<file path="src/rtl/sar_pkg.sv">
package sar_pkg;
  typedef enum logic [1:0] {
    PH_IDLE = 2'd0,
    PH_ALIGN = 2'd1,
    PH_SEARCH = 2'd2
  } phase_e;
endpackage

</file>
<file path="src/rtl/sar_seq.sv">
module sar_seq
  import sar_pkg::*;
#(
  parameter int CODE_W = 10,
  localparam int IW = $clog2(CODE_W)
) (
  input  logic          clk,
  input  logic          rst,
  input  logic          start_i,
  output phase_e        phase_o,
  output logic          slot_o,
  output logic [IW-1:0] bit_o,
  output logic          done_o
);
  // slot_o: 0 = raw-reference period, 1 = delayed-reference period
  always_ff @(posedge clk) begin
    if (rst) begin
      phase_o <= PH_IDLE;
      slot_o  <= 1'b0;
      bit_o   <= IW'(CODE_W - 1);
      done_o  <= 1'b0;
    end else begin
      done_o <= 1'b0;
      case (phase_o)
        PH_IDLE: begin
          if (start_i) begin
            phase_o <= PH_ALIGN;
            slot_o  <= 1'b0;
          end
        end
        PH_ALIGN: begin
          if (slot_o) begin
            phase_o <= PH_SEARCH;
            bit_o   <= IW'(CODE_W - 1);
            slot_o  <= 1'b0;
          end else begin
            slot_o <= 1'b1;
          end
        end
        PH_SEARCH: begin
          if (bit_o == '0) begin
            phase_o <= PH_IDLE;
            done_o  <= 1'b1;
          end else begin
            bit_o <= bit_o - IW'(1);
          end
        end
        default: phase_o <= PH_IDLE;
      endcase
    end
  end
endmodule

</file>
<file path="src/rtl/sar_code_reg.sv">
module sar_code_reg #(
  parameter int CODE_W = 10,
  localparam int IW = $clog2(CODE_W)
) (
  input  logic              clk,
  input  logic              rst,
  input  logic              load_mid_i,
  input  logic              step_i,
  input  logic [IW-1:0]     bit_i,
  input  logic              up_i,
  output logic [CODE_W-1:0] code_o
);
  for (genvar i = 0; i < CODE_W; i++) begin : g_bit
    localparam logic MID_V = (i == CODE_W - 1);
    logic nxt_trial;
    if (i == CODE_W - 1) begin : g_top
      assign nxt_trial = 1'b0;
    end else begin : g_low
      assign nxt_trial = (bit_i == IW'(i + 1));
    end
    always_ff @(posedge clk) begin
      if (rst) begin
        code_o[i] <= MID_V;
      end else if (load_mid_i) begin
        code_o[i] <= MID_V;
      end else if (step_i && bit_i == IW'(i)) begin
        code_o[i] <= up_i;
      end else if (step_i && nxt_trial) begin
        code_o[i] <= 1'b1;
      end
    end
  end
endmodule

</file>
<file path="src/rtl/sar_dly_pick.sv">
module sar_dly_pick (
  input  logic clk,
  input  logic rst,
  input  logic begin_i,
  input  logic raw_end_i,
  input  logic dly_end_i,
  input  logic last_i,
  input  logic idle_i,
  input  logic up_i,
  input  logic use_dly_i,
  output logic sel_o
);
  logic up_raw_q;
  logic found_q;
  logic valid_q;

  always_ff @(posedge clk) begin
    if (rst) begin
      up_raw_q <= 1'b0;
      found_q  <= 1'b0;
      valid_q  <= 1'b0;
      sel_o    <= 1'b0;
    end else if (begin_i) begin
      valid_q <= 1'b0;
      sel_o   <= 1'b0;
    end else if (raw_end_i) begin
      up_raw_q <= up_i;
      sel_o    <= 1'b1;
    end else if (dly_end_i) begin
      found_q <= up_raw_q ^ up_i;
      sel_o   <= up_raw_q ^ up_i;
    end else if (last_i) begin
      valid_q <= 1'b1;
      sel_o   <= use_dly_i & found_q;
    end else if (idle_i) begin
      sel_o <= valid_q & use_dly_i & found_q;
    end
  end
endmodule

</file>
<file path="src/rtl/sar_code_search.sv">
module sar_code_search
  import sar_pkg::*;
#(
  parameter int CODE_W = 10
) (
  input  logic              clk,
  input  logic              rst,
  input  logic              start_i,
  input  logic              up_i,
  input  logic              use_dly_i,
  output logic [CODE_W-1:0] code_o,
  output logic              dly_sel_o,
  output logic              done_o
);
  localparam int IW = $clog2(CODE_W);

  phase_e        phase_q;
  logic          slot_q;
  logic [IW-1:0] bit_q;
  logic          accept;
  logic          raw_end;
  logic          dly_end;
  logic          step;
  logic          last;
  logic          idle_hold;

  sar_seq #(.CODE_W(CODE_W)) u_seq (
    .clk(clk), .rst(rst), .start_i(start_i),
    .phase_o(phase_q), .slot_o(slot_q), .bit_o(bit_q), .done_o(done_o)
  );

  assign accept    = (phase_q == PH_IDLE) && start_i;
  assign idle_hold = (phase_q == PH_IDLE) && !start_i;
  assign raw_end   = (phase_q == PH_ALIGN) && !slot_q;
  assign dly_end   = (phase_q == PH_ALIGN) && slot_q;
  assign step      = (phase_q == PH_SEARCH);
  assign last      = step && (bit_q == '0);

  sar_code_reg #(.CODE_W(CODE_W)) u_code (
    .clk(clk), .rst(rst), .load_mid_i(accept | dly_end), .step_i(step),
    .bit_i(bit_q), .up_i(up_i), .code_o(code_o)
  );

  sar_dly_pick u_dly (
    .clk(clk), .rst(rst), .begin_i(accept), .raw_end_i(raw_end),
    .dly_end_i(dly_end), .last_i(last), .idle_i(idle_hold),
    .up_i(up_i), .use_dly_i(use_dly_i), .sel_o(dly_sel_o)
  );
endmodule

</file>
<file path="config.mk">
export PLATFORM = sky130hd
export DESIGN_NAME = sar_code_search
export DESIGN_NICKNAME = d
export VERILOG_FILES = /design/src/rtl/sar_pkg.sv /design/src/rtl/sar_seq.sv /design/src/rtl/sar_code_reg.sv /design/src/rtl/sar_dly_pick.sv /design/src/rtl/sar_code_search.sv
export SDC_FILE = /design/constraint.sdc
export NUM_CORES = 1
export LEC_CHECK = 0
export ABC_AREA = 1
export BUFFER_PORTS_ARGS = -buffer_cell sky130_fd_sc_hd__clkbuf_2
export CORE_MARGIN = 8
export CORE_UTILIZATION = 60
export CTS_BUF_LIST = sky130_fd_sc_hd__clkbuf_16
export DETAILED_ROUTE_END_ITERATION = 10
export GPL_TIMING_DRIVEN = 0
export HOLD_SLACK_MARGIN = 0.15
export PLACE_DENSITY = 0.79
export SYNTH_ARGS = -nofsm -noshare
export SYNTH_HDL_FRONTEND = slang
export SYNTH_HIERARCHICAL = 1
export SYNTH_SLANG_ARGS = --single-unit
</file>
<file path="constraint.sdc">
create_clock -name clk -period 4.02 [get_ports clk]
set_clock_uncertainty 0.2 [all_clocks]
set_input_delay 0.603 -clock clk [delete_from_list [all_inputs] [get_ports clk]]
set_output_delay 0.603 -clock clk [all_outputs]
set_load 0.02 [all_outputs]
</file>
==> impl_summary.txt, run 1 <==
----------------------------------------------------
[Power and ir drop]
  Leakage power figure ... 0.7361 nW
  Peak supply drop ... 290.3 µV
  Pwr dens ... 395.8 mW/mm²

[Timing]
  Number of hold violations in the final report ... 0
  Pins over their slew limit ... 0
  Maximum clock rate ... 581.7 MHz
  Minimum clock period after layout ... 1.719 ns
  Total Negative Setup Slacks ... 0 ns
  Final setup viols ... 0
  Setup repair after global routing missed its margin ... no
  Headroom to the max-slew limit ... between 50% and 60%
  Fin crit share ... 42.77%
  Worst-case hold slack ... ~0.29 ns
  Least-Margin Pin Slew ... 0.6157 ns

[Layout]
  Register ranked first by flip-flop count ... u_code/code_o
  Final Util ... 74.23%
  Final nets ... between 200 and 250
  Antenna cell count ... 0
  Regs by FF count ... u_code/code_o (10), u_seq/bit_o (4), u_seq/phase_o (2)
  Flip-flop count of the largest register, all copies and words added ... 10
  Number of standard cells in the final layout excluding fillers ... 250
  Area grow syn2layout ... 17.69%
  Share of post-route cells with drive strength above 1 ... 15.70%

[Detailed routing]
  Post-route DRC violation count ... 0
  Detailed Route Iter0 Violations ... 37
  Antenna viol nets, final ... 0
  First-pass iteration count of the detailed router ... 4
  Via total after detailed routing ... 1235
  Post-detailed-routing wire length ... 2549 µm
  Per-cell via count in the routed design ... 4.940
  Wirelength per Cell ... just over 10 µm

[Clock tree]
  Number of cells upsized or downsized after cts ... 0
  Clk slew on worst S/H paths ... roughly 0.060 ns
  Cts-stage hold buffer count ... 0
  Worst skew pair latency ... 0.26 ns
  H-tree depth ... 1
  TritonCTS clock tree ... done
  Cts bufs inserted ... 3
  Clock tree root buffer cell ... clkbuf_16
  Number of setup buffers added after CTS ... 0
  Clock Sink Count ... 22
  Max Buffers Root-to-Sink ... 2

[Yosys]
  Number of storage elements in the synthesis netlist ... 22
  Share of the synthesized area in the top cell type ... 35.59%
  Syn Inst Count ... 203
  Number of warnings printed during yosys synthesis ... 6
  Sequential element share of the synthesized area ... 35.59%
  Top cell types by occurrence after synthesis ... nand2_1 (46), nor2_1 (40), inv_1 (34)
  Most used flip-flop cell after synthesis ... dfxtp_1
  Most common cell in the netlist ... nand2_1
  Adder-cell share of the synthesized area ... 1.011%
  Number of distinct library cell variants in the gate-level netlist after synthesis ... 22
  Cell type with the highest aggregate area in the netlist ... dfxtp_1
  Number of enable flip-flop cells after synthesis ... 0
  Simple-gate area share of the yosys netlist ... 44.19%
  Net count of the mapped netlist ... 209
  Post-Synthesis Mean Instance Area ... roughly 6.1 µm²
  Largest family of logic cells by synthesized area ... simple AND/OR/NAND/NOR gates
  Multiplexer area fraction after synthesis ... 0%
  Top area cells in the synthesized netlist ... dfxtp_1 (36%), nand2_1 (14%), nor2_1 (12%)
  Netlist area before placement ... ~0.0012 mm²
  Post-Synth XOR/XNOR Area ... 0.7078%
  Post-synthesis compound-gate area fraction ... between 6 and 7%
  Synth async-reset ratio ... 0%

[Place]
  Post-detailed-placement half-perimeter wirelength ... 1925 µm
  Gpl congestion ... 0.8405
  Number of port buffers ... 16
  Placed cells ... 246

[Floorplan]
  Effective utilization at floorplan ... 63.07%
  Core Footprint ... 0.001962 mm²
  X dimension of the die ... 61.42 µm
  Die Span Y ... roughly 61 µm
  Placement row count ... 16
  Die Area ... 0.003772 mm²
  Boundary pin count ... 17

[Hold path]
  Worst Hold Depth ... 2
  Path type of the worst min-delay path ... reg -> reg

[Setup path]
  Critical Path Sink Type ... flip-flop
  Buf/Inv on CP ... 1
  Cell breakdown of the critical path ... inv_2 -> nand3_1 -> nand2_1 -> nor2_1 -> nand2_1 -> nor2_1
  Cell depth of the worst flop-to-flop path ... 6
  CP delay by family, top ... simple AND/OR/NAND/NOR gates
  Peak per-stage delay on the critical path ... 0.49 ns
  Data arrival time of the critical path ... ~1.7 ns
  Cell with the largest stage delay on the worst path ... nor2_1
  Critical path depth ... 6
  Startpoint type of the worst setup path ... flip-flop
  Required time at the worst-slack endpoint ... between 4 and 5 ns
  Largest fanout on the critical path ... 10
  Critical path start-end classification ... reg -> reg

[Global route]
  Pin count of the biggest net entering global routing ... 14
  Number of global-route vias before repair ... 1142
  Number of antenna violations at the first check in global routing ... 0
  Total global routing track utilization ... about 15%
  Global-route wire length before repair ... 4478 µm
  Overflow after GRT ... 0

[Status]
  Outcome ... finished, final reports clean

[Flow run]
  Count of max-cap constraint violations ... 0

----------------------------------------------------
## path summary, 6_finish.rpt
check | slack [ns] | end | start
max | 2.30 | u_code/code_o[6]$_SDFFE_PP0P_ | u_seq/phase_o[0]$_SDFFE_PP0P_
min | 0.29 | u_code/code_o[9]$_SDFFE_PP1P_ | u_code/code_o[9]$_SDFFE_PP1P_
min reg2reg | 0.29 | u_code/code_o[9]$_SDFFE_PP1P_ | u_code/code_o[9]$_SDFFE_PP1P_
max reg2reg | 2.30 | u_code/code_o[6]$_SDFFE_PP0P_ | u_seq/phase_o[0]$_SDFFE_PP0P_
## where the power goes
group / total [mW] / internal [mW] / switching [mW]
combinational: 0.0634 / 0.0219 / 0.0414
sequential: 0.236 / 0.225 / 0.0111
clock: 0.277 / 0.198 / 0.0789
## worst register-to-register path, cell delays in order, from the launching register on
cell	delay (ns)
dfxtp_1	0.48
inv_2	0.08
nand3_1	0.11
nand2_1	0.06
nor2_1	0.49
nand2_1	0.13
nor2_1	0.11
## through the flow
step / setup WS [ns] / area, µm² / power [mW]
2_1_floorplan: 2.491 / 1237 / 0.2873
3_3_place_gp: 2.146 / 1351 / 0.3011
3_5_place_dp: 2.148 / 1351 / 0.3035
4_1_cts: 2.307 / 1456 / 0.5837
5_1_grt: 2.158 / 1456 / 0.6053
6_report: 2.301 / 1456 / 0.5764
## logic make-up after synthesis
family	Yosys count
AO/OA/AOI/OAI	13
AND/OR/NAND/NOR	126
buffers and inverters	40
adder cells (fa/ha/maj)	1
flip-flops	22
XOR/XNOR	1
## per-layer routing
metal	wire, µm	vias to the layer above	share of wire (%)	global-route usage (%)
met1	1110	546	44	16.47
met4	45	0	1.8	6.818
met3	102	5	4.0	2.714
met2	1291	22	51	28.51
li1	-	662	-	-
met5	0	-	0	0
## area by class of cell
type                       count  area, µm²
multi-input combinational    141      643.1
fill                         169      505.5
sequential                    22      440.4
inverter                      39      146.4
timing repair buffer          16      80.08
clock buffer                   3      75.07
tap                           27      33.78
clock inverter                 1      30.03
buffer                         1      7.507
## layout by cell type, fill, tap and decap left out
| cell type | Yosys | final |
|---|---|---|
| buf_4 | 1 | 1 |
| ha_1 | 1 | 1 |
| clkinv_1 | 1 | 1 |
| o21ai_1 | 1 | 1 |
| nand2_2 | 4 | 4 |
| o21ai_0 | 1 | 1 |
| o21bai_1 | 2 | 2 |
| nand4_1 | 4 | 4 |
| a21oi_1 | 7 | 7 |
| nand2_1 | 46 | 46 |
| dfxtp_1 | 22 | 22 |
| o21a_1 | 1 | 1 |
| clkbuf_16 | 0 | 3 |
| bufinv_16 | 0 | 1 |
| nor4_1 | 1 | 1 |
| clkbuf_2 | 0 | 16 |
| inv_1 | 34 | 34 |
| xor2_1 | 1 | 1 |
| inv_2 | 4 | 4 |
| o211ai_1 | 1 | 1 |
| nand3_1 | 20 | 20 |
| nor2_1 | 40 | 40 |
| nor2_2 | 5 | 5 |
| nor3_1 | 5 | 5 |
| nor2_4 | 1 | 1 |
(Power assumes the default switching activity.)
==> inputs of run 2 (changes only) <==
--- a/config.mk
+++ b/config.mk
@@ -8,12 +8,12 @@
 export ABC_AREA = 1
 export BUFFER_PORTS_ARGS = -buffer_cell sky130_fd_sc_hd__clkbuf_2
 export CORE_MARGIN = 8
-export CORE_UTILIZATION = 60
+export CORE_UTILIZATION = 56
 export CTS_BUF_LIST = sky130_fd_sc_hd__clkbuf_16
 export DETAILED_ROUTE_END_ITERATION = 10
 export GPL_TIMING_DRIVEN = 0
 export HOLD_SLACK_MARGIN = 0.15
-export PLACE_DENSITY = 0.79
+export PLACE_DENSITY = 0.74
 export SYNTH_ARGS = -nofsm -noshare
 export SYNTH_HDL_FRONTEND = slang
 export SYNTH_HIERARCHICAL = 1
==> constraint.sdc (replaced) <==
create_clock -name clk -period 1.7 [get_ports clk]
set_clock_uncertainty 0.2 [all_clocks]
set_input_delay 0.255 -clock clk [delete_from_list [all_inputs] [get_ports clk]]
set_output_delay 0.255 -clock clk [all_outputs]
set_load 0.02 [all_outputs]
==> impl_summary.txt, run 2 (synthesis results as in run 1) <==
----------------------------------------------------
[Layout]
  Most frequent cells in the layout ... nand2_1 (46), nor2_1 (39), inv_1 (34), nand3_1 (20), dfxtp_1 (20) (was nand2_1 (46), nor2_1 (40), inv_1 (34), dfxtp_1 (22), nand3_1 (20))
  Flip-flop count of the largest register, all copies and words added ... 10 (unchanged)
  Storage cell area ... 442.9 µm² (was 440.4 µm²)
  Area grow syn2layout ... 18.20% (was 17.69%)
  Antenna cell count ... 0 (unchanged)
  Area of the multi-input gates ... 655.6 µm² (was 643.1 µm²)
  Register ranked first by flip-flop count ... u_code/code_o (unchanged)
  Regs by FF count ... u_code/code_o (10), u_seq/bit_o (4), u_seq/phase_o (2) (unchanged)
  Final Util ... 68.08% (was 74.23%)
  Most common cell after layout, fill and taps aside ... nand2_1 (unchanged)
  Fillers ... 199 (was 169)
  Final nets ... 232 (was 230)
  Share of post-route cells with drive strength above 1 ... 16.96% (was 15.70%)
  Design Area, Final ... 0.001463 mm² (was 0.001456 mm²)

[Clock tree]
  Clock tree root buffer cell ... clkbuf_16 (unchanged)
  TritonCTS clock tree ... done (unchanged)
  Worst skew pair latency ... 0.25 ns (was 0.26 ns)
  Clk slew on worst S/H paths ... 0.06 ns (about the same)
  Number of setup buffers added after CTS ... 0 (unchanged)
  Max Buffers Root-to-Sink ... 2 (unchanged)
  Clock Sink Count ... 22 (unchanged)
  H-tree depth ... 1 (unchanged)
  Cts bufs inserted ... 3 (unchanged)

[Global route]
  Overflow after GRT ... 0 (unchanged)
  Pin count of the biggest net entering global routing ... 12 (was 14)
  Busiest layer in global routing ... met2 (unchanged)
  Global routing usage on met2 ... 25.74% (was 28.51%)
  Number of global-route vias before repair ... 1176 (was 1142)
  Global-route wire length before repair ... 4636 µm (was 4478 µm)
  Number of antenna violations at the first check in global routing ... 0 (unchanged)
  Routing usage on met1 ... 13.76% (was 16.47%)
  Met3 track demand over resource ... 2.688% (was 2.714%)
  Total global routing track utilization ... 13.45% (was 15.38%)

[Power and ir drop]
  Final Power ... 1.205 mW (was 0.5764 mW)
  Internal power summed over all cells ... 0.9003 mW (was 0.4449 mW)
  Leakage power figure ... 0.7346 nW (was 0.7361 nW)
  Net Sw Frac ... 25.26% (was 22.81%)
  Sequential fraction of design power ... 46.5% (was 41.0%)
  Psw ... 0.3042 mW (was 0.1315 mW)
  Share of power burned in combinational logic ... 13.0% (was 11.0%)
  Pwr dens ... 823.5 mW/mm² (was 395.8 mW/mm²)
  Clock Power Share ... 40.4% (was 48.0%)
  Peak supply drop ... 511.6 µV (was 290.3 µV)

[Floorplan]
  Core Footprint ... 0.002148 mm² (was 0.001962 mm²)
  Die Span Y ... 63.01 µm (was 61.42 µm)
  Boundary pin count ... 17 (unchanged)
  Effective utilization at floorplan ... 57.60% (was 63.07%)
  X dimension of the die ... 63.01 µm (was 61.42 µm)
  Die Area ... 0.003970 mm² (was 0.003772 mm²)
  Placement row count ... 17 (was 16)

[Timing]
  Number of hold violations in the final report ... 0 (unchanged)
  Final setup viols ... 0 (unchanged)
  Worst-case hold slack ... 0.1656 ns (was 0.2887 ns)
  Fin crit share ... 92.38%
  Setup repair after global routing missed its margin ... no (unchanged)
  Pins over their slew limit ... 0 (unchanged)
  Headroom to the max-slew limit ... 73.16% (was 58.80%)
  Maximum clock rate ... 636.8 MHz
  Minimum clock period after layout ... 1.570 ns
  Least-Margin Pin Slew ... 0.4021 ns (was 0.6157 ns)

[Detailed routing]
  Per-cell via count in the routed design ... 4.960 (was 4.940)
  Detailed Route Iter0 Violations ... 54 (was 37)
  Post-detailed-routing wire length ... 2607 µm (was 2549 µm)
  First-pass iteration count of the detailed router ... 4 (unchanged)
  Antenna viol nets, final ... 0 (unchanged)
  Post-route DRC violation count ... 0 (unchanged)
  Wirelength per Cell ... 10.35 µm (was 10.20 µm)
  Via total after detailed routing ... 1250 (was 1235)

[Setup path]
  Critical Path Sink Type ... flip-flop (unchanged)
  Cell depth of the worst flop-to-flop path ... 9 (was 6)
  Critical path start-end classification ... in -> reg (was reg -> reg)
  Startpoint type of the worst setup path ... input pin (was flip-flop)
  Largest fanout on the critical path ... 10 (unchanged)
  Setup slack on the worst flop-to-flop path ... 0.13 ns (was 2.30 ns)
  Data arrival time of the critical path ... 1.56 ns (was 1.71 ns)
  Required time at the worst-slack endpoint ... 1.69 ns (was 4.01 ns)

[Flow run]
  Count of max-cap constraint violations ... 0 (unchanged)

[Hold path]
  Worst Hold Depth ... 2 (unchanged)
  Path type of the worst min-delay path ... in -> reg (was reg -> reg)

[Status]
  Outcome ... finished, final reports clean (unchanged)

[Place]
  Number of port buffers ... 16 (unchanged)
  Post-detailed-placement half-perimeter wirelength ... 1966 µm (was 1925 µm)
  Gpl congestion ... 0.8429 (was 0.8405)
  Placed Area ... 0.001353 mm² (was 0.001351 mm²)

----------------------------------------------------
[run 2: cell types whose count changed in the layout (fill, tap and decap cells not counted)]
cell and delta:
bufinv_16 -1, dfxtp_1 -2, dfxtp_2 +2, dlygate4sd3_1 +2, nor2_1 -1, nor2_4 +1
nor3_1 -1, nor3_2 +1
[run 2: repair_timing]
item	CTS	global route
resized for setup	1	4
setup endpoints to repair	10	15
hold buffers	2	0
endpoints found under the hold margin	3	0
[run 2: through the flow]
stage	cells	TNS, ns	setup slack, ns
global placement	247	-0.02338	-0.009019
global route	252	0	0.001808
detailed placement	247	-0.1864	-0.04382
CTS	252	0	0.01731
finish	252	0	0.1296
floorplan	203	0	0.2568
[run 2: area by class of cell]
cell class / count / area share (%)
Buffer: 1 / 0.5133
Clock buffer: 3 / 5.133
Inverter: 39 / 10.01
Tap cell: 28 / 2.395
Timing Repair Buffer: 18 / 6.843
Sequential cell: 22 / 30.28
Multi-Input combinational cell: 141 / 44.82
[run 2: layer usage]
layer | vias up | routed length, µm
li1 | 664 | -
met1 | 565 | 1195
met2 | 17 | 1294
met3 | 4 | 90
met4 | 0 | 27
met5 | - | 0
[run 2: critical path, stage by stage]
cell,delay (ns)
dlygate4sd3_1,0.53
clkbuf_2,0.13
nand3_1,0.10
nand2_1,0.10
nor2_4,0.25
nand2_1,0.08
nor2_1,0.11
[run 2: worst paths after layout]
check | to | startpoint
setup / recovery | u_code/code_o[6]$_SDFFE_PP0P_ | start_i
hold / removal | u_seq/phase_o[0]$_SDFFE_PP0P_ | rst
setup reg to reg | u_code/code_o[2]$_SDFFE_PP0P_ | u_seq/phase_o[0]$_SDFFE_PP0P_
hold reg to reg | u_dly/valid_q$_SDFFE_PP0P_ | u_dly/valid_q$_SDFFE_PP0P_
[run 2: power groups by stage]
stage | registers (mW) | logic, mW | clock network, mW
after floorplan | 0.569 | 0.111 | 0
final | 0.561 | 0.157 | 0.487
after CTS | 0.559 | 0.154 | 0.497
after global placement | 0.570 | 0.143 | 0
after global routing | 0.563 | 0.182 | 0.514
after detailed placement | 0.571 | 0.148 | 0
